===== config.mk =====
export PLATFORM = sky130hd
export DESIGN_NAME = trace_ring_sink
export DESIGN_NICKNAME = d
export VERILOG_FILES = /design/src/rtl/trace_ring_sink.sv
export SDC_FILE = /design/constraint.sdc
export NUM_CORES = 2
export LEC_CHECK = 0
export BUFFER_PORTS_ARGS = -buffer_cell sky130_fd_sc_hd__clkbuf_2
export CORE_MARGIN = 2
export CORE_UTILIZATION = 40
export CTS_CLUSTER_SIZE = 16
export DETAILED_ROUTE_END_ITERATION = 10
export GPL_TIMING_DRIVEN = 0
export REMOVE_ABC_BUFFERS = 1
export SYNTH_ARGS = -nofsm -noshare
export SYNTH_HDL_FRONTEND = slang
export SYNTH_SLANG_ARGS = --single-unit

===== constraint.sdc =====
create_clock -name clk -period 12 [get_ports clk]
set_input_delay 0.6 -clock clk [delete_from_list [all_inputs] [get_ports clk]]
set_output_delay 0.6 -clock clk [all_outputs]
set_load 0.01 [all_outputs]

===== src/rtl/trace_ring_sink.sv =====
module trace_ring_sink #(
  parameter int DEPTH = 64
) (
  input  logic        clk,
  input  logic        rst_n,
  input  logic [11:0] bus_addr,
  input  logic        bus_wr,
  input  logic        bus_rd,
  input  logic [31:0] bus_wdata,
  output logic [31:0] bus_rdata,
  input  logic        trc_valid,
  input  logic [31:0] trc_data,
  input  logic        trc_trig,
  input  logic        flush_req
);
  localparam int AW = $clog2(DEPTH);

  logic [31:0]   mem [DEPTH];
  logic [AW-1:0] wptr, rptr;
  logic [31:0]   trg_cnt, left;
  logic          cap_en, full, armed, fmt_stopped;
  logic          fmt_en, stop_flush, stop_trig, flush_pend;

  wire a_wptr = bus_addr == 12'h018;
  wire a_rptr = bus_addr == 12'h014;
  wire a_rdat = bus_addr == 12'h010;
  wire a_wdat = bus_addr == 12'h024;
  wire a_ctl  = bus_addr == 12'h020;
  wire a_trg  = bus_addr == 12'h01C;
  wire a_fctl = bus_addr == 12'h304;

  wire halt    = armed && (left == 32'd0);
  wire store   = cap_en && trc_valid && !halt;
  wire sw_push = bus_wr && a_wdat && !cap_en;
  wire adv     = store || sw_push;
  wire wrap    = adv && (wptr == AW'(DEPTH - 1));
  wire fl_done = flush_pend && (!cap_en || !trc_valid);
  wire fl_new  = flush_req || (bus_wr && a_fctl && bus_wdata[6]);

  always_ff @(posedge clk) begin
    if (store)        mem[wptr] <= trc_data;
    else if (sw_push) mem[wptr] <= bus_wdata;
  end

  always_ff @(posedge clk or negedge rst_n) begin
    if (!rst_n) begin
      wptr        <= '0;
      rptr        <= '0;
      trg_cnt     <= '0;
      left        <= '0;
      cap_en      <= 1'b0;
      full        <= 1'b0;
      armed       <= 1'b0;
      fmt_stopped <= 1'b1;
      fmt_en      <= 1'b0;
      stop_flush  <= 1'b0;
      stop_trig   <= 1'b0;
      flush_pend  <= 1'b0;
    end else begin
      if (adv)  wptr <= wptr + 1'b1;
      if (wrap) full <= 1'b1;
      if (bus_wr && a_wptr) begin
        wptr <= bus_wdata[AW-1:0];
        if (bus_wdata == 32'd0) full <= 1'b0;
      end

      if (bus_rd && a_rdat) rptr <= rptr + 1'b1;
      if (bus_wr && a_rptr) rptr <= bus_wdata[AW-1:0];

      if (bus_wr && a_trg) trg_cnt <= bus_wdata;
      if (bus_wr && a_fctl) begin
        fmt_en     <= bus_wdata[0];
        stop_flush <= bus_wdata[12];
        stop_trig  <= bus_wdata[13];
      end

      if (store && armed) left <= left - 32'd1;
      if (cap_en && stop_trig && trc_trig && !armed) begin
        armed <= 1'b1;
        left  <= trg_cnt;
      end

      flush_pend <= (flush_pend && !fl_done) || fl_new;

      if (bus_wr && a_ctl) begin
        cap_en      <= bus_wdata[0];
        fmt_stopped <= !bus_wdata[0];
        armed       <= 1'b0;
      end
      if (cap_en && halt) begin
        cap_en      <= 1'b0;
        armed       <= 1'b0;
        fmt_stopped <= 1'b1;
      end
      if (fl_done && stop_flush) begin
        cap_en      <= 1'b0;
        fmt_stopped <= 1'b1;
      end
    end
  end

  always_comb begin
    bus_rdata = 32'd0;
    case (bus_addr)
      12'h004: bus_rdata = 32'(DEPTH);
      12'h00C: bus_rdata = {31'd0, full};
      12'h010: bus_rdata = mem[rptr];
      12'h014: bus_rdata = 32'(rptr);
      12'h018: bus_rdata = 32'(wptr);
      12'h01C: bus_rdata = trg_cnt;
      12'h020: bus_rdata = {31'd0, cap_en};
      12'h300: bus_rdata = {30'd0, fmt_stopped, 1'b0};
      12'h304: bus_rdata = {18'd0, stop_trig, stop_flush, 5'd0, flush_pend, 5'd0, fmt_en};
      default: bus_rdata = 32'd0;
    endcase
  end
endmodule


==> impl_metrics.env <==
export IMPL_status="finished, final reports clean"
export IMPL_slowest_stage="dfrtp_4"
export IMPL_startpoint_type="flip-flop"
export IMPL_gp_congestion=0.843
export IMPL_final_cells=6937
export IMPL_dieArea_sq_um=211000
export IMPL_grt_pass1_vias=41600
export IMPL_num_io_pins=115
export IMPL_drc=0
export IMPL_dr_pass1_iters=6
export IMPL_worstSetupEndpointType="primary output"
export IMPL_rows=167
export IMPL_synth_cells=3799
export IMPL_placed_cells=6557
export IMPL_wirelength_um=234000
export IMPL_async_reset_ff_share_pct=3.94
export IMPL_syn_area_sq_um=83100
export IMPL_dpl_hpwl_um=142000
export IMPL_post_drt_via_cell_ratio=6.10
export IMPL_tightest_slew_ps=1450
export IMPL_avgSynthCellArea_sq_um=21.9
export IMPL_power_density_nw_per_um2=152
export IMPL_cts_tree="built"
export IMPL_setup_viol=0
export IMPL_chipWidth_um=460
export IMPL_max_freq_mhz=145
export IMPL_cts_buffer_depth=3
export IMPL_overflow=0
export IMPL_synth_seq_cells=2132
export IMPL_yosysUniqueCellTypes=67
export IMPL_cts_inserted_buffers=202
export IMPL_r2r_slack_ps=7110
export IMPL_fin_nets=4149
export IMPL_drtAntennaViolNets=0
export IMPL_hp_class="in -> reg"
export IMPL_fin_crit_ps=6910
export IMPL_cp_arrival_ps=6310
export IMPL_grt_max_degree=85
export IMPL_finalMaxSlewViolations=0
export IMPL_ys_seq_area_share_pct=76.5
export IMPL_synthTopCellsByCount="edfxtp_1 (2048), mux4_2 (554), nor2_1 (118)"
export IMPL_synth_top_area_share_pct=74.0
export IMPL_cts_resized=0
export IMPL_drt_iter0_markers=5583
export IMPL_slew_limit_headroom_pct=3.43
export IMPL_start_util_pct=40.2
export IMPL_post_synth_top_area_cell="edfxtp_1"
export IMPL_synth_edff_count=2048
export IMPL_synth_ff_type="edfxtp_1"
export IMPL_die_y_um=460
export IMPL_cp_common_cell="buf_16"
export IMPL_drive_above_1_share_pct=29.9
export IMPL_path_clk_slew_ps=70
export IMPL_grt_setup_unrepaired="false"
export IMPL_yosys_warnings=0
export IMPL_clk_latency_ps=840
export IMPL_p_leak_nw=29.1
export IMPL_finalCritPeriodShare_pct=57.6
export IMPL_hold_viol=0
export IMPL_core_sq_um=207000
export IMPL_crit_buf_inv=6
export IMPL_post_route_util_pct=46.3
export IMPL_cp_slowest_stage_delay_ps=1020
export IMPL_grt_pass1_wl_um=325000
export IMPL_finalSetupTns_ps=0
export IMPL_antenna_found_initial=12
export IMPL_path_cells="buf_16 > buf_12 > buf_16 > buf_16 > buf_16 > mux4_2 > mux4_2 > o21ai_0 > nand3_1 > clkbuf_2"
export IMPL_portBuffers=114
export IMPL_wl_per_cell_um=33.7
export IMPL_worst_hold_slack_ps=57.8
export IMPL_syn_to_final_growth_pct=15.3
export IMPL_grt_usage_pct=22.0
export IMPL_cp_max_fo=40
export IMPL_h_tree_depth=4
export IMPL_synth_most_common_cell="edfxtp_1"
export IMPL_critPathTopFamily="buffers and inverters"
export IMPL_peakVddDrop_v=0.000128
export IMPL_cts_post_setup_buffers_inserted=0
export IMPL_synthTopCellsByArea="edfxtp_1 (74%), mux4_2 (15%), dfrtp_1 (2.5%)"
export IMPL_drv_cap=0
export IMPL_holdBufCountCts=5
export IMPL_cp_required_ps=11400
export IMPL_timing_worst_setup_path_type="reg -> out"
export IMPL_cts_sinks=2132
export IMPL_ctsRootBufferMaster="clkbuf_16"
export IMPL_dr_total_vias=42300
export IMPL_fin_skew_ps=33.1
## per-stage QoR
stage | area [sq um] | setup WS (ps) | power (mW)
after CTS | 95800 | 4940 | 14.6
after global routing | 95800 | 4880 | 14.9
final | 95800 | 5090 | 14.5
after floorplan | 82000 | -9940 | 8.52
after detailed placement | 89500 | 5850 | 8.58
after global placement | 86000 | -24410 | 8.68
## final cells by class
class / instances / area (sq um)
Timing Repair Buffer: 273 / 3580
Antenna cell: 5 / 12.5
Multi-Input combinational cell: 1439 / 19000
Inverter: 14 / 60.1
Clock inverter: 100 / 673
Clock buffer: 270 / 5510
Sequential cell: 2132 / 63600
Tap cell: 2704 / 3380
Fill cell: 16900 / 111000
## report_power, final
group / internal [mW] / total, mW / leakage (nW) / switching [mW]
clock network: 3.36 / 6.10 / 3.01 / 2.74
registers: 8.16 / 8.16 / 19.5 / 0.00548
logic: 0.0728 / 0.260 / 6.59 / 0.188
## sequential cells by signal, summed over array words and instances (netlist names)
register,flops
armed,1
cap_en,1
flush_pend,1
fmt_en,1
fmt_stopped,1
full,1
left,32
mem,2048
rptr,6
stop_flush,1
stop_trig,1
trg_cnt,32
wptr,6
## kinds of logic (layout without fill, tap and decap cells)
| group | after synthesis | in the layout | synth area share, % |
|---|---|---|---|
| buffers and inverters | 228 | 657 | 1.39 |
| other | 0 | 5 | 0 |
| muxes | 698 | 698 | 16.9 |
| and+or+nand+nor | 434 | 434 | 2.52 |
| AOI/OAI and AO/OA | 285 | 285 | 2.44 |
| xor gates and xnor gates | 18 | 18 | 0.190 |
| DFF | 2132 | 2132 | 76.5 |
| adders and majority gates | 4 | 4 | 0.0602 |
## per-layer routing
metal  track usage, %  routed length, um
met5                0                 36
met4             7.63               8510
met3             4.32              21000
met2             33.7             108000
met1             31.7              96100
## cell usage in the layout, fill, tap and decap left out, types with 61 or more instances in the layout
master     instances
a22oi_1           62
buf_12            68
clkbuf_16        209
clkbuf_2         113
dfrtp_1           78
edfxtp_1        2048
mux2_2            66
mux2i_1           70
mux4_2           554
nand2_1          106
nand3_1           79
nor2_4            61
## worst reg2reg max path: stages (launching register included)
cell	delay [ps]
dfrtp_1	430
or4_1	590
nor3_1	360
nand4_1	680
a31oi_2	1070
or3_1	820
nor2_4	350
buf_12	300
## worst paths after layout
check / startpoint / end / cells past startpoint
max reg2reg: left[10] / mem[51][16] / 7
max: rptr[0] / bus_rdata[2] / 10
max in group asynchronous: rst_n / rptr[4] / 2
min in group asynchronous: rst_n / trg_cnt[25] / 2
min: bus_wdata[18] / trg_cnt[18] / 2
min reg2reg: fmt_en / fmt_en / 1
Note: power is estimated with default switching activity, not from simulation.
